[src/rtl/wdog_pkg.sv]
package wdog_pkg;
   timeunit 1ns; timeprecision 100ps;

   localparam int ADDR_W = 5;

   // register byte offsets
   localparam logic [ADDR_W-1:0] ADR_RELOAD = 5'h00;
   localparam logic [ADDR_W-1:0] ADR_DIN    = 5'h02;
   localparam logic [ADDR_W-1:0] ADR_DOUT   = 5'h03;
   localparam logic [ADDR_W-1:0] ADR_STS1   = 5'h04;
   localparam logic [ADDR_W-1:0] ADR_STS2   = 5'h06;
   localparam logic [ADDR_W-1:0] ADR_CTL1   = 5'h08;
   localparam logic [ADDR_W-1:0] ADR_CTL2   = 5'h0A;
   localparam logic [ADDR_W-1:0] ADR_MSGA   = 5'h0C;
   localparam logic [ADDR_W-1:0] ADR_MSGB   = 5'h0D;
   localparam logic [ADDR_W-1:0] ADR_WDCNT  = 5'h0E;
   localparam logic [ADDR_W-1:0] ADR_SWIRQ  = 5'h10;
   localparam logic [ADDR_W-1:0] ADR_INIT   = 5'h12;

   // write masks
   localparam logic [15:0] CTL1_WMASK = 16'hFEFF;
   localparam logic [15:0] STS1_WMASK = 16'hE870;
   localparam logic [15:0] STS2_WMASK = 16'hFFF8;

   // bit positions
   localparam int HALT_BIT   = 11;
   localparam int LOCK_BIT   = 12;
   localparam int TMO_BIT    = 3;
   localparam int DIN_BIT    = 1;
   localparam int DOUT_BIT   = 2;
   localparam int SECOND_BIT = 1;
   localparam int BOOT_BIT   = 2;

   // reset values
   localparam logic [15:0] INIT_RST  = 16'h0004;
   localparam logic [15:0] CTL2_RST  = 16'h0008;
   localparam logic [7:0]  SWIRQ_RST = 8'h03;
endpackage

[src/rtl/wdog_prescale.sv]
module wdog_prescale #(
   parameter int TICK_CYCLES = 8
) (
   input  logic clk,
   input  logic rst_n,
   input  logic restart,
   output logic tick
);
   timeunit 1ns; timeprecision 100ps;

   localparam int PW = (TICK_CYCLES > 1) ? $clog2(TICK_CYCLES) : 1;
   localparam logic [PW-1:0] LAST = PW'(TICK_CYCLES - 1);

   if (TICK_CYCLES < 1) begin : g_bad_tick
      $error("wdog_prescale: TICK_CYCLES must be at least 1");
   end

   logic [PW-1:0] pre_q;

   assign tick = (pre_q == LAST);

   always_ff @(posedge clk or negedge rst_n) begin
      if (!rst_n)
         pre_q <= '0;
      else if (restart || tick)
         pre_q <= '0;
      else
         pre_q <= pre_q + 1'b1;
   end
endmodule

[src/rtl/wdog_counter.sv]
module wdog_counter #(
   parameter int CNT_W = 10
) (
   input  logic             clk,
   input  logic             rst_n,
   input  logic             tick,
   input  logic             load,
   input  logic             stop,
   input  logic [CNT_W-1:0] load_val,
   output logic             run,
   output logic [CNT_W-1:0] count,
   output logic             expire
);
   timeunit 1ns; timeprecision 100ps;

   localparam logic [CNT_W-1:0] ONE = CNT_W'(1);

   if (CNT_W < 2 || CNT_W > 15) begin : g_bad_width
      $error("wdog_counter: CNT_W must lie in 2..15");
   end

   assign expire = run && tick && (count <= ONE);

   always_ff @(posedge clk or negedge rst_n) begin
      if (!rst_n) begin
         run   <= 1'b0;
         count <= '0;
      end else if (stop) begin
         run   <= 1'b0;
      end else if (load) begin
         run   <= 1'b1;
         count <= load_val;
      end else if (run && tick) begin
         count <= count - ONE;
      end
   end
endmodule

[src/rtl/wdog_regs.sv]
module wdog_regs
   import wdog_pkg::*;
#(
   parameter int CNT_W = 10
) (
   input  logic              clk,
   input  logic              rst_n,
   input  logic              bus_sel,
   input  logic              bus_wr,
   input  logic [ADDR_W-1:0] bus_addr,
   input  logic [15:0]       bus_wdata,
   output logic [15:0]       bus_rdata,
   input  logic              strap_hi,
   input  logic              no_reboot,
   input  logic              smi_en,
   input  logic              expire,
   input  logic              run,
   input  logic [CNT_W-1:0]  count,
   output logic              load,
   output logic              stop,
   output logic [CNT_W-1:0]  load_val,
   output logic              smi_pulse,
   output logic              reboot_pulse,
   output logic              lock,
   output logic [15:0]       tmr_val,
   output logic [15:0]       sts2_val
);
   timeunit 1ns; timeprecision 100ps;

   logic [15:0] rld_q, sts1_q, sts2_q, ctl1_q, ctl2_q, tmr_q;
   logic [7:0]  din_q, dout_q, msga_q, msgb_q, wdcnt_q, swirq_q;
   logic        armed_q, smi_q, reboot_q;

   logic        wr, hit_rld, hit_ctl1, hit_din;
   logic        may_run, ctl1_may_run, do_reboot;
   logic [15:0] ctl1_next;

   assign wr       = bus_sel && bus_wr;
   assign hit_rld  = wr && (bus_addr == ADR_RELOAD);
   assign hit_ctl1 = wr && (bus_addr == ADR_CTL1);
   assign hit_din  = wr && (bus_addr == ADR_DIN);

   assign ctl1_next    = (bus_wdata & CTL1_WMASK) | (ctl1_q & (16'h1 << LOCK_BIT));
   assign may_run      = !ctl1_q[HALT_BIT] && (tmr_q > 16'd1);
   assign ctl1_may_run = !ctl1_next[HALT_BIT] && (tmr_q > 16'd1);
   assign do_reboot    = expire && armed_q && !strap_hi && !no_reboot;

   // countdown control
   assign load = (expire && !do_reboot) || (hit_rld && may_run) || (hit_ctl1 && ctl1_may_run);
   assign stop = do_reboot || (hit_ctl1 && !ctl1_may_run);
   assign load_val = tmr_q[CNT_W-1:0];

   assign smi_pulse    = smi_q;
   assign reboot_pulse = reboot_q;
   assign lock         = ctl1_q[LOCK_BIT];
   assign tmr_val      = tmr_q;
   assign sts2_val     = sts2_q;

   always_ff @(posedge clk or negedge rst_n) begin
      if (!rst_n) begin
         rld_q    <= '0;
         sts1_q   <= '0;
         sts2_q   <= '0;
         ctl1_q   <= '0;
         ctl2_q   <= CTL2_RST;
         tmr_q    <= INIT_RST;
         din_q    <= '0;
         dout_q   <= '0;
         msga_q   <= '0;
         msgb_q   <= '0;
         wdcnt_q  <= '0;
         swirq_q  <= SWIRQ_RST;
         armed_q  <= 1'b0;
         smi_q    <= 1'b0;
         reboot_q <= 1'b0;
      end else begin
         smi_q    <= (expire && !do_reboot && smi_en) || hit_din;
         reboot_q <= do_reboot;

         if (expire) begin
            sts1_q[TMO_BIT] <= 1'b1;
            if (armed_q) begin
               sts2_q[SECOND_BIT] <= 1'b1;
               sts2_q[BOOT_BIT]   <= 1'b1;
               armed_q            <= 1'b0;
            end else begin
               armed_q <= 1'b1;
            end
            rld_q <= do_reboot ? 16'h0000 : tmr_q;
         end

         if (wr) begin
            case (bus_addr)
               ADR_RELOAD: begin
                  armed_q <= 1'b0;
                  rld_q   <= may_run ? tmr_q : bus_wdata;
               end
               ADR_DIN: begin
                  din_q           <= bus_wdata[7:0];
                  sts1_q[DIN_BIT] <= 1'b1;
               end
               ADR_DOUT: begin
                  dout_q           <= bus_wdata[7:0];
                  sts1_q[DOUT_BIT] <= 1'b1;
               end
               ADR_STS1:  sts1_q  <= bus_wdata & STS1_WMASK;
               ADR_STS2:  sts2_q  <= bus_wdata & STS2_WMASK;
               ADR_CTL1: begin
                  ctl1_q <= ctl1_next;
                  if (ctl1_may_run) rld_q <= tmr_q;
               end
               ADR_CTL2:  ctl2_q  <= bus_wdata;
               ADR_MSGA:  msga_q  <= bus_wdata[7:0];
               ADR_MSGB:  msgb_q  <= bus_wdata[7:0];
               ADR_WDCNT: wdcnt_q <= bus_wdata[7:0];
               ADR_SWIRQ: swirq_q <= bus_wdata[7:0];
               ADR_INIT:  tmr_q   <= bus_wdata;
               default: ;
            endcase
         end
      end
   end

   always_comb begin
      case (bus_addr)
         ADR_RELOAD: bus_rdata = run ? {rld_q[15:CNT_W], count} : rld_q;
         ADR_DIN:    bus_rdata = {8'h00, din_q};
         ADR_DOUT:   bus_rdata = {8'h00, dout_q};
         ADR_STS1:   bus_rdata = sts1_q;
         ADR_STS2:   bus_rdata = sts2_q;
         ADR_CTL1:   bus_rdata = ctl1_q;
         ADR_CTL2:   bus_rdata = ctl2_q;
         ADR_MSGA:   bus_rdata = {8'h00, msga_q};
         ADR_MSGB:   bus_rdata = {8'h00, msgb_q};
         ADR_WDCNT:  bus_rdata = {8'h00, wdcnt_q};
         ADR_SWIRQ:  bus_rdata = {8'h00, swirq_q};
         ADR_INIT:   bus_rdata = tmr_q;
         default:    bus_rdata = 16'h0000;
      endcase
   end
endmodule

[src/rtl/wdog_top.sv]
module wdog_top
   import wdog_pkg::*;
#(
   parameter int TICK_CYCLES = 15_000_000,
   parameter int CNT_W       = 10
) (
   input  logic              clk,
   input  logic              rst_n,
   input  logic              bus_sel,
   input  logic              bus_wr,
   input  logic [ADDR_W-1:0] bus_addr,
   input  logic [15:0]       bus_wdata,
   output logic [15:0]       bus_rdata,
   input  logic              strap_hi,
   input  logic              no_reboot,
   input  logic              smi_en,
   output logic              smi_pulse,
   output logic              reboot_pulse
);
   timeunit 1ns; timeprecision 100ps;

   logic             tick_w, load_w, stop_w, expire_w, run_w, lock_w;
   logic [CNT_W-1:0] count_w, load_val_w;
   logic [15:0]      tmr_w, sts2_w;

   wdog_prescale #(.TICK_CYCLES(TICK_CYCLES)) u_pre (
      .clk(clk), .rst_n(rst_n), .restart(load_w), .tick(tick_w)
   );

   wdog_counter #(.CNT_W(CNT_W)) u_cnt (
      .clk(clk), .rst_n(rst_n), .tick(tick_w), .load(load_w), .stop(stop_w),
      .load_val(load_val_w), .run(run_w), .count(count_w), .expire(expire_w)
   );

   wdog_regs #(.CNT_W(CNT_W)) u_regs (
      .clk(clk), .rst_n(rst_n), .bus_sel(bus_sel), .bus_wr(bus_wr),
      .bus_addr(bus_addr), .bus_wdata(bus_wdata), .bus_rdata(bus_rdata),
      .strap_hi(strap_hi), .no_reboot(no_reboot), .smi_en(smi_en),
      .expire(expire_w), .run(run_w), .count(count_w),
      .load(load_w), .stop(stop_w), .load_val(load_val_w),
      .smi_pulse(smi_pulse), .reboot_pulse(reboot_pulse),
      .lock(lock_w), .tmr_val(tmr_w), .sts2_val(sts2_w)
   );
endmodule

[config.mk]
export PLATFORM = sky130hd
export DESIGN_NAME = wdog_top
export DESIGN_NICKNAME = d
export VERILOG_FILES = /design/src/rtl/wdog_pkg.sv /design/src/rtl/wdog_prescale.sv /design/src/rtl/wdog_counter.sv /design/src/rtl/wdog_regs.sv /design/src/rtl/wdog_top.sv
export SDC_FILE = /design/constraint.sdc
export NUM_CORES = 1
export LEC_CHECK = 0
export ABC_AREA = 1
export BUFFER_PORTS_ARGS = -buffer_cell sky130_fd_sc_hd__buf_4
export CORE_ASPECT_RATIO = 1.75
export CORE_MARGIN = 4
export CORE_UTILIZATION = 37
export DETAILED_ROUTE_END_ITERATION = 10
export GPL_TIMING_DRIVEN = 1
export PLACE_DENSITY_LB_ADDON = 0.25
export SETUP_SLACK_MARGIN = 0.05
export SLEW_MARGIN = 20
export SYNTH_ARGS = -nofsm -noshare
export SYNTH_HDL_FRONTEND = slang
export SYNTH_SLANG_ARGS = --single-unit
[constraint.sdc]
create_clock -name clk -period 4.14 [get_ports clk]
set_input_delay 0 -clock clk [delete_from_list [all_inputs] [get_ports clk]]
set_output_delay 0 -clock clk [all_outputs]
set_load 0.01 [all_outputs]
==> impl_metrics.env, run 1 <==
export IMPL_run_status="finished clean"
export IMPL_cp_data_required_time_ns=4.51
export IMPL_htreeDepth=4
export IMPL_fin_area_sq_mm=0.0104
export IMPL_critPathLaunchType="flip-flop"
export IMPL_die_x_um=127
export IMPL_vdd_ir_drop_max_v=0.000322
export IMPL_synthesis_area_sq_mm=0.00912
export IMPL_cp_common_cell="nand2_4"
export IMPL_wl_met2_um=14400
export IMPL_antenna_found_initial=1
export IMPL_clockBufferDepth=2
export IMPL_seq_area_frac_synth_pct=47.8
export IMPL_grt_pass1_wl_um=43700
export IMPL_synth_net_count=1225
export IMPL_die_area_sq_mm=0.0273
export IMPL_overflow=0
export IMPL_synth_largest_area_cell="dfrtp_1"
export IMPL_skew_ns=0.00718
export IMPL_slew_viol_final=0
export IMPL_die_h_um=216
export IMPL_portBuffers=45
export IMPL_crit_arrival_ns=3.70
export IMPL_clk_pin_slew_ns=0.07
export IMPL_cp_end_kind="flip-flop"
export IMPL_synthMostInstantiatedCell="nand2_1"
export IMPL_grt_pass1_vias=7938
export IMPL_avgSynthCellArea_sq_um=7.64
export IMPL_clkSinkCount=174
export IMPL_yosys_top_cells_count="396 x nand2_1, 170 x dfrtp_1, 154 x o21ai_0"
export IMPL_p_per_area_mw_per_mm2=473
export IMPL_viasPerCell=5.24
export IMPL_synth_edf_count=0
export IMPL_final_cells=1544
export IMPL_initial_core_util_pct=37.8
export IMPL_synthToLayoutAreaGrowth_pct=14.3
export IMPL_drive_gt1_share_pct=10.4
export IMPL_whs_path_depth=3
export IMPL_cts_root_buffer="clkbuf_16"
export IMPL_drc=0
export IMPL_crit_chain="ha_1 -> nand3_2 -> nor2_4 -> nand3_4 -> nor2_8 -> nand2_4 -> clkinv_4 -> ha_1 -> nand2_1 -> nand2_4 -> nand2_4 -> nor2_4 -> inv_4 -> nor3_1"
export IMPL_cts_buffers=17
export IMPL_setup_violations=0
export IMPL_netlist_instances=1193
export IMPL_wl_met3_um=1150
export IMPL_final_hold_viol_count=0
export IMPL_max_stage_delay_ns=0.38
export IMPL_first_iter_violations=684
export IMPL_track_usage_pct=20.5
export IMPL_path_class="reg2reg"
export IMPL_top_layer="met5"
export IMPL_ios=46
export IMPL_cp_max_fo=19
export IMPL_tightest_slew_ns=1.06
export IMPL_max_slew_margin_pct=29.4
export IMPL_dpl_cell_area_sq_mm=0.00967
export IMPL_ys_ff_latch=174
export IMPL_rsz0062_at_grt="no"
export IMPL_timing_max_cap_violations=0
export IMPL_wl_per_cell_um=17.7
export IMPL_place_inst=1499
export IMPL_setup_ws_ns=0.810
export IMPL_finalCritPeriodShare_pct=80.4
export IMPL_period_needed_ns=3.33
export IMPL_route_vias_total=8091
export IMPL_max_clock_freq_mhz=300
export IMPL_synth_warnings=0
export IMPL_async_flop_share_pct=100
export IMPL_nets=1255
export IMPL_postCtsSetupBuffers=0
export IMPL_routed_wirelength_um=27300
export IMPL_setup_tns_ns=0
export IMPL_hp_class="in2reg"
export IMPL_yosys_cell_types_count=48
export IMPL_p_leak_nw=5.27
export IMPL_n_antenna_cell=0
export IMPL_critPathSlowestCell="nand2_1"
export IMPL_cts_tree="yes"
export IMPL_wl_met1_um=10900
export IMPL_num_rows=75
export IMPL_ant_nets=0
export IMPL_post_synth_top_area_fraction_pct=46.7
export IMPL_gp_congestion=0.886
export IMPL_firstDrtPassIters=6
export IMPL_dp_hpwl_um=19700
export IMPL_fp_coreArea_sq_mm=0.0241
export IMPL_cts_resized=0
export IMPL_clkLatencyLatePin_ns=0.45
export IMPL_ff2ff_path_depth=14
export IMPL_post_place_ws_ns=0.801
export IMPL_grt_max_degree=93
export IMPL_synth_ff_type="dfrtp_1"
export IMPL_yosys_top_cells_area="dfrtp_1 47%, nand2_1 16%, o21ai_0 8.5%, inv_1 4.1%, nor2_1 2.8%"
[where the power goes]
part	total (mW)	internal [mW]	switching, mW
registers	2.25	2.00	0.247
logic	0.963	0.353	0.611
clock network	1.71	1.02	0.692
[placed cells by master, fill, tap and decap left out, drive strengths merged, types with 13 or more instances in the layout]
cell,Yosys,layout
inv,112,112
nand3,51,51
dfrtp,170,170
clkbuf,36,20
nor2,79,79
xor2,14,14
buf,17,51
nand4,29,29
dlygate4sd3,0,13
nand2,410,410
a221oi,22,22
a21oi,30,30
o21ai,168,168
[layer usage]
| metal | GRT usage [%] | up-vias |
|---|---|---|
| met5 | 0 | - |
| met4 | 8.30 | 2 |
| met3 | 3.98 | 55 |
| met2 | 36.2 | 177 |
| met1 | 24.2 | 3894 |
| li1 | - | 3963 |
[final timing paths]
check | from | endpoint | slack (ns)
max in group asynchronous | rst_n | u_regs.ctl2_q[3] | 3.00
worst min-delay path | bus_wdata[2] | u_regs.msga_q[2] | 0.03
min in group asynchronous | rst_n | u_regs.msgb_q[5] | 0.17
worst max register to register | u_pre.pre_q[0] | u_pre.pre_q[13] | 0.81
worst max-delay path | u_pre.pre_q[0] | u_pre.pre_q[13] | 0.81
worst min register to register | u_pre.pre_q[0] | u_pre.pre_q[0] | 0.46
[metrics by stage]
step | hold slack [ns] | total power [mW] | util, %
detailed placement | 0.152 | 3.23 | 40.1
global placement | 0.148 | 3.21 | 40.1
floorplan | -0.296 | 2.90 | -
global route | 0.0433 | 5.21 | 43.2
finish | 0.0292 | 4.93 | 43.2
CTS | 0.0268 | 4.97 | 43.2
[cell type report]
type	count	area, sq um
Clock buffer	20	447
Clock inverter	12	168
Fill cell	2434	13700
Inverter	116	443
Multi-Input combinational cell	850	4090
Sequential cell	174	4360
Tap cell	308	385
Timing Repair Buffer	64	529
[registers in the layout, summed over array words and instances (netlist names), 10 cells and up]
signal	count
u_regs.rld_q	16
u_regs.sts1_q	10
u_pre.pre_q	24
u_cnt.count	10
u_regs.ctl1_q	15
u_regs.sts2_val	15
u_regs.ctl2_q	16
u_regs.tmr_val	16
[logic make-up after synthesis]
| group | after synthesis | synth area share, % |
|---|---|---|
| compound gates | 241 | 14.8 |
| xor+xnor | 18 | 1.73 |
| simple gates | 587 | 27.7 |
| buf+inv | 169 | 7.36 |
| fa+ha+maj | 4 | 0.549 |
| flops | 174 | 47.8 |
[critical path: cells and delay by family (launching register included)]
kind | cells | cell delay [ns]
fa+ha+maj | 2 | 0.35
flops | 1 | 0.37
buf+inv | 2 | 0.27
simple gates | 10 | 2.24
[repair_timing]
item / CTS / global route
setup endpoints to repair: 0 / 0
hold endpoints to repair: 127 / 0
hold buffers: 13 / 0
No activity file was read; power rests on OpenSTA's default activity.
==> run 2: changes to the inputs <==
==> constraint.sdc (replaced) <==
create_clock -name clk -period 3.4 [get_ports clk]
set_input_delay 0 -clock clk [delete_from_list [all_inputs] [get_ports clk]]
set_output_delay 0 -clock clk [all_outputs]
set_load 0.01 [all_outputs]
==> run 2 against run 1 <==
  * Hold slack lost 0.0098 ns
  * Critical path depth grew 1
  * Critical path type unchanged
  * Total power grew 18%
  * Setup slack lost 0.31 ns
  * Non-clock buffer count grew 15
  * Highest routed layer is now met4
  * Maximum frequency grew 15%
  * Critical endpoint unchanged
  * First-iteration DRC count grew 4.2%
  * Via count grew 0.79%
==> impl_metrics.env, run 2 (same netlist as run 1, synthesis figures left out) <==
export IMPL_die_x_um=127
export IMPL_slew_viol_final=0
export IMPL_cts_tree="yes"
export IMPL_crit_chain="inv_1 -> ha_1 -> nor2_1 -> nor2_1 -> nand2_1 -> nor2_4 -> nand2_4 -> clkinv_4 -> ha_1 -> nand2_1 -> nand2_4 -> nand2_4 -> nor2_4 -> inv_4 -> nor3_1"
export IMPL_first_iter_violations=713
export IMPL_grt_pass1_vias=8179
export IMPL_timing_max_cap_violations=0
export IMPL_ant_nets=0
export IMPL_rrSetupSlack_ns=0.50
export IMPL_hp_class="in2reg"
export IMPL_rsz0062_at_grt="no"
export IMPL_clkSinkCount=174
export IMPL_cts_root_buffer="clkbuf_16"
export IMPL_setup_violations=0
export IMPL_final_hold_viol_count=0
export IMPL_tightest_slew_ns=1.01
export IMPL_postCtsSetupBuffers=0
export IMPL_critical_path_top_delay_family="simple AND/OR/NAND/NOR gates"
export IMPL_final_cell_mix="396 x nand2_1, 170 x dfrtp_1, 154 x o21ai_0, 100 x inv_1, 69 x nor2_1"
export IMPL_hold_path_end="u_regs.wdcnt_q[2]"
export IMPL_grt_use_met3_pct=3.46
export IMPL_p_int_mw=3.84
export IMPL_htreeDepth=4
export IMPL_grt_busiest_layer="met2"
export IMPL_overflow=0
export IMPL_cp_end_kind="flip-flop"
export IMPL_wl_per_cell_um=17.8
export IMPL_gp_congestion=0.859
export IMPL_routed_wirelength_um=27700
export IMPL_run_status="finished clean"
export IMPL_grt_pass1_wl_um=44400
export IMPL_vdd_ir_drop_max_v=0.000467
export IMPL_largest_register_ffs=24
export IMPL_clk_pin_slew_ns=0.07
export IMPL_num_rows=75
export IMPL_dp_hpwl_um=19900
export IMPL_setup_tns_ns=0
export IMPL_p_clk_share_pct=32.3
export IMPL_grt_max_degree=107
export IMPL_cp_data_required_time_ns=3.77
export IMPL_worstReg2RegStart="u_cnt.count[0]"
export IMPL_dpl_cell_area_sq_mm=0.00976
export IMPL_die_h_um=216
export IMPL_ff2ff_path_depth=15
export IMPL_grt_use_met2_pct=36.8
export IMPL_cts_buffers=17
export IMPL_whs_path_depth=3
export IMPL_min_delay_start="bus_wdata[2]"
export IMPL_crit_arrival_ns=3.27
export IMPL_critPathSlowestCell="dfrtp_1"
export IMPL_p_switching_mw=1.99
export IMPL_fp_coreArea_sq_mm=0.0241
export IMPL_die_area_sq_mm=0.0273
export IMPL_path_class="reg2reg"
export IMPL_p_comb_share_pct=20.8
export IMPL_critPathLaunchType="flip-flop"
export IMPL_viasPerCell=5.23
export IMPL_max_clock_freq_mhz=344
export IMPL_skew_ns=0.00938
export IMPL_p_per_area_mw_per_mm2=557
export IMPL_synthToLayoutAreaGrowth_pct=14.8
export IMPL_n_antenna_cell=0
export IMPL_finalCritPeriodShare_pct=85.4
export IMPL_p_seq_share_pct=46.9
export IMPL_route_vias_total=8155
export IMPL_ios=46
export IMPL_path_buf_inv=3
export IMPL_track_usage_pct=20.7
export IMPL_swShare_pct=34.1
export IMPL_firstDrtPassIters=5
export IMPL_antenna_found_initial=0
export IMPL_p_leak_nw=5.30
export IMPL_clkLatencyLatePin_ns=0.45
export IMPL_initial_core_util_pct=37.8
export IMPL_cp_max_fo=18
export IMPL_portBuffers=45
export IMPL_fin_area_sq_mm=0.0105
export IMPL_cp_common_cell="nand2_4"
export IMPL_reg2reg_to="u_pre.pre_q[13]"
export IMPL_nets=1270
export IMPL_max_slew_margin_pct=32.6
export IMPL_drive_gt1_share_pct=11.4
export IMPL_grt_util_met1_pct=23.8
export IMPL_clockBufferDepth=2
export IMPL_largest_register="u_pre.pre_q"
export IMPL_mostFrequentLayoutCell="nand2_1"
export IMPL_max_stage_delay_ns=0.41
export IMPL_drc=0
export IMPL_period_needed_ns=2.90
run 2: cell count changes in the layout (fill, tap and decap cells not counted), moves of 2 or more:
cell / before / now
buf_4: 49 / 63
bufinv_16: 4 / 0
clkbuf_1: 2 / 0
clkinv_2: 6 / 1
clkinv_4: 3 / 5
clkinvlp_4: 0 / 2
dlygate4sd3_1: 13 / 15
inv_6: 0 / 7
run 2: worst reg2reg max path: stages, from the launching register on:
cell,delay (ns)
dfrtp_1,0.41
inv_1,0.12
ha_1,0.24
nor2_1,0.07
nor2_1,0.20
nand2_1,0.12
nor2_4,0.13
nand2_4,0.18
clkinv_4,0.12
ha_1,0.14
nand2_1,0.12
nand2_4,0.18
nand2_4,0.17
nor2_4,0.31
inv_4,0.16
nor3_1,0.15
run 2: layout make-up:
class | count | area [sq um]
sequential | 174 | 4360
multi-input combinational | 850 | 4090
clock inverter | 15 | 128
inverter | 116 | 443
tap | 308 | 385
clock buffer | 17 | 425
fill | 2424 | 13700
timing repair buffer | 79 | 637
run 2: worst max path at each step:
stage,to,slack [ns],startpoint,depth (start not counted)
5_1_grt,u_pre.pre_q[20],0.28,u_cnt.count[0],15
2_1_floorplan,u_regs.rld_q[6],1.07,u_cnt.count[0],17
4_1_cts,u_pre.pre_q[13],0.50,u_cnt.count[0],15
3_3_place_gp,u_pre.pre_q[20],0.61,u_cnt.count[0],15
6_report,u_pre.pre_q[13],0.50,u_cnt.count[0],15
3_5_place_dp,u_pre.pre_q[13],0.50,u_cnt.count[0],15
run 2: routing by layer:
metal	up-vias	share of wire [%]
met4	0	4.0
met2	202	52
li1	3988	-
met5	-	0
met1	3913	41
met3	52	3.7
run 2: what timing repair did:
action | in CTS | in global routing
setup endpoints to repair | 0 | 0
resized for setup | 0 | 0
endpoints found under the hold margin | 140 | 0
hold buffers | 15 | 0
run 2: power groups by stage:
stage / clock network (mW) / logic, mW / registers (mW)
floorplan: 0 / 0.855 / 2.68
global placement: 0 / 1.18 / 2.75
detailed placement: 0 / 1.20 / 2.76
CTS: 1.91 / 1.22 / 2.73
global route: 1.99 / 1.39 / 2.77
finish: 1.88 / 1.21 / 2.73
run 2: metrics by stage:
stage	total power, mW	hold WS, ns	std cells	worst slack (ns)	util, %
final	5.83	0.0194	1559	0.496	43.4
after global placement	3.93	0.211	1512	0.614	40.5
after detailed placement	3.96	0.214	1512	0.499	40.5
after floorplan	3.53	-0.296	1193	1.07	-
after global routing	6.15	0.0585	1559	0.277	43.4
after CTS	5.86	0.0267	1559	0.498	43.4
==> run 3: changes to the inputs <==
--- a/config.mk
+++ b/config.mk
@@ -5,10 +5,10 @@
 export SDC_FILE = /design/constraint.sdc
 export NUM_CORES = 1
 export LEC_CHECK = 0
-export ABC_AREA = 1
+export ABC_AREA = 0
 export BUFFER_PORTS_ARGS = -buffer_cell sky130_fd_sc_hd__buf_4
 export CORE_ASPECT_RATIO = 1.75
-export CORE_MARGIN = 4
+export CORE_MARGIN = 5
 export CORE_UTILIZATION = 37
 export DETAILED_ROUTE_END_ITERATION = 10
 export GPL_TIMING_DRIVEN = 1
==> run 3 against run 2 <==
  * Clock power rose by 3%
  * Clock skew down 0.0019 ns
  * Global-route usage is 1.9 points lower
  * Sequential share of layout area fell by 0.14 points
  * Maximum frequency shrank 6.0%
  * Critical endpoint is now u_regs.rld_q[2]
  * Area after synthesis shrank 1.0%
  * Routed wire length down 8.7%
  * Highest routed layer unchanged
  * Cell area is 0.34% higher
  * Critical path depth is 6 lower
  * Non-clock buffer count up 12
==> impl_metrics.env, run 3 <==
export IMPL_die_area_sq_mm=0.0277
export IMPL_clkLatencyLatePin_ns=0.44
export IMPL_setup_violations=0
export IMPL_grt_pass1_wl_um=40300
export IMPL_nets=882
export IMPL_ys_ff_latch=174
export IMPL_post_synth_top_area_fraction_pct=47.2
export IMPL_grt_use_met3_pct=3.13
export IMPL_whs_path_depth=3
export IMPL_cp_max_fo=16
export IMPL_finalCritPeriodShare_pct=90.8
export IMPL_synth_net_count=828
export IMPL_clkSinkCount=174
export IMPL_hp_class="in2reg"
export IMPL_largest_register_ffs=24
export IMPL_async_flop_share_pct=100
export IMPL_synth_warnings=0
export IMPL_ios=46
export IMPL_viasPerCell=5.70
export IMPL_grt_pass1_vias=6949
export IMPL_wl_per_cell_um=21.6
export IMPL_p_seq_share_pct=47.8
export IMPL_hold_path_end="u_regs.reboot_pulse"
export IMPL_vdd_ir_drop_max_v=0.000345
export IMPL_critical_path_top_delay_family="simple AND/OR/NAND/NOR gates"
export IMPL_max_stage_delay_ns=0.58
export IMPL_antenna_found_initial=0
export IMPL_run_status="finished clean"
export IMPL_min_delay_start="no_reboot"
export IMPL_gp_congestion=0.820
export IMPL_tightest_slew_ns=1.03
export IMPL_period_needed_ns=3.09
export IMPL_fillCellCount=2375
export IMPL_portBuffers=45
export IMPL_reg2reg_to="u_regs.rld_q[2]"
export IMPL_p_clk_share_pct=35.0
export IMPL_path_class="reg2reg"
export IMPL_avgSynthCellArea_sq_um=11.3
export IMPL_num_rows=75
export IMPL_die_h_um=217
export IMPL_rrSetupSlack_ns=0.31
export IMPL_routed_wirelength_um=25300
export IMPL_firstDrtPassIters=5
export IMPL_cts_buffers=17
export IMPL_multi_input_area_sq_mm=0.00440
export IMPL_timing_max_cap_violations=0
export IMPL_grt_use_met2_pct=34.2
export IMPL_rsz0062_at_grt="no"
export IMPL_drive_gt1_share_pct=29.5
export IMPL_synth_largest_area_cell="dfrtp_1"
export IMPL_synth_ff_type="dfrtp_1"
export IMPL_cts_tree="yes"
export IMPL_p_leak_nw=4.82
export IMPL_track_usage_pct=18.7
export IMPL_whs_ns=0.0388
export IMPL_skew_ns=0.00753
export IMPL_synthMostInstantiatedCell="dfrtp_1"
export IMPL_fp_coreArea_sq_mm=0.0240
export IMPL_die_x_um=128
export IMPL_ff_latch_area_sq_mm=0.00436
export IMPL_seq_area_frac_synth_pct=48.3
export IMPL_worstSetupStartpoint="u_cnt.count[3]"
export IMPL_setup_tns_ns=0
export IMPL_postCtsSetupBuffers=0
export IMPL_final_hold_viol_count=0
export IMPL_yosys_cell_types_count=62
export IMPL_clockBufferDepth=2
export IMPL_cp_end_kind="flip-flop"
export IMPL_first_iter_violations=340
export IMPL_initial_core_util_pct=37.6
export IMPL_route_vias_total=6677
export IMPL_dp_hpwl_um=17900
export IMPL_synth_edf_count=0
export IMPL_ff2ff_path_depth=9
export IMPL_path_buf_inv=1
export IMPL_cp_data_required_time_ns=3.68
export IMPL_p_comb_share_pct=17.2
export IMPL_yosys_top_cells_area="dfrtp_1 47%, mux2_2 15%, mux2i_1 5.1%, nand2_1 2.5%, a211oi_1 2.2%"
export IMPL_grt_busiest_layer="met2"
export IMPL_max_slew_margin_pct=31.3
export IMPL_netlist_instances=796
export IMPL_p_switching_mw=1.61
export IMPL_final_cell_mix="170 x dfrtp_1, 121 x mux2_2, 71 x buf_4, 61 x nand2_1, 46 x mux2i_1"
export IMPL_cts_root_buffer="clkbuf_16"
export IMPL_drc=0
export IMPL_synthToLayoutAreaGrowth_pct=16.4
export IMPL_max_clock_freq_mhz=324
export IMPL_yosys_top_cells_count="170 x dfrtp_1, 121 x mux2_2, 61 x nand2_1"
export IMPL_clk_pin_slew_ns=0.07
export IMPL_crit_arrival_ns=3.37
export IMPL_grt_max_degree=81
export IMPL_htreeDepth=4
export IMPL_crit_chain="nor4b_4 -> o2111ai_2 -> or4_1 -> inv_1 -> ha_1 -> nor3b_2 -> o31ai_4 -> a221oi_1 -> a211oi_1"
export IMPL_critPathSlowestCell="or4_1"
export IMPL_largest_register="u_pre.pre_q"
export IMPL_p_int_mw=3.91
export IMPL_overflow=0
export IMPL_synthesis_area_sq_mm=0.00902
export IMPL_worstReg2RegStart="u_cnt.count[3]"
export IMPL_ant_nets=0
export IMPL_mostFrequentLayoutCell="dfrtp_1"
export IMPL_swShare_pct=29.1
export IMPL_slew_viol_final=0
export IMPL_grt_util_met1_pct=21.3
export IMPL_n_antenna_cell=0
export IMPL_p_per_area_mw_per_mm2=526
export IMPL_critPathLaunchType="flip-flop"
==> run 3: changes by cell type after synthesis, sizes merged, moves of 15 or more <==
| cell | before | now |
|---|---|---|
| nor2b | 0 | 27 |
| nor2 | 79 | 45 |
| a211oi | 2 | 27 |
| nand4 | 29 | 8 |
| mux2 | 0 | 121 |
| mux2i | 0 | 46 |
| inv | 112 | 9 |
| nand3 | 51 | 21 |
| a222oi | 0 | 15 |
| o21ai | 168 | 23 |
| nand2 | 410 | 61 |
==> run 3: per-layer routing <==
layer | vias up | wire [um]
li1 | 3063 | -
met3 | 39 | 725
met1 | 3452 | 9910
met5 | - | 0
met4 | 0 | 790
met2 | 123 | 13800
==> run 3: final cells by class <==
class	instances	area share [%]
timing repair buffer	91	7.09
clock buffer	22	4.52
inverter	9	0.322
tap	308	3.67
sequential	174	41.5
multi-input combinational	557	41.9
clock inverter	10	0.989
==> run 3: power groups by stage <==
stage / clock network [mW] / logic, mW / registers (mW)
5_1_grt: 2.06 / 1.05 / 2.67
6_report: 1.93 / 0.950 / 2.64
3_3_place_gp: 0 / 0.924 / 2.66
4_1_cts: 1.98 / 0.962 / 2.63
2_1_floorplan: 0 / 0.666 / 2.58
3_5_place_dp: 0 / 0.941 / 2.67
==> run 3: kinds of logic after synthesis <==
| kind of cell | Yosys count | share of synthesized area, % |
|---|---|---|
| AO/OA/AOI/OAI | 143 | 12.4 |
| XOR/XNOR | 20 | 1.94 |
| adder cells (fa/ha/maj) | 4 | 0.555 |
| buffers and inverters | 65 | 3.20 |
| flip-flops | 174 | 48.3 |
| multiplexers | 167 | 20.2 |
| AND/OR/NAND/NOR | 223 | 13.4 |
==> run 3: repair_timing <==
action | in CTS | in global routing
hold buffers | 18 | 0
endpoints found under the hold margin | 193 | 0
resized for setup | 0 | 0
==> run 3: stage by stage <==
step | setup slack, ns | cells | cell area (sq um) | power, mW | util, %
2_1_floorplan | 0.119 | 796 | 9030 | 3.25 | -
3_3_place_gp | 0.469 | 1121 | 9740 | 3.58 | 40.6
3_5_place_dp | 0.380 | 1121 | 9740 | 3.61 | 40.6
4_1_cts | 0.352 | 1171 | 10500 | 5.58 | 43.7
5_1_grt | 0.111 | 1171 | 10500 | 5.78 | 43.7
6_report | 0.312 | 1171 | 10500 | 5.52 | 43.7
==> run 3: how the worst max path moves through the flow <==
stage	cells past startpoint	endpoint	slack [ns]
floorplan	15	u_cnt.count[2]	0.12
global placement	9	u_regs.rld_q[15]	0.47
detailed placement	9	u_regs.rld_q[2]	0.38
CTS	9	u_regs.rld_q[2]	0.35
global route	10	u_cnt.count[4]	0.11
finish	9	u_regs.rld_q[2]	0.31
==> run 3: worst reg2reg max path, stage by stage (launching register included) <==
cell and delay [ns]:
dfrtp_1 0.46, nor4b_4 0.38, o2111ai_2 0.17, or4_1 0.58
inv_1 0.08, ha_1 0.13, nor3b_2 0.36, o31ai_4 0.31
a221oi_1 0.39, a211oi_1 0.08
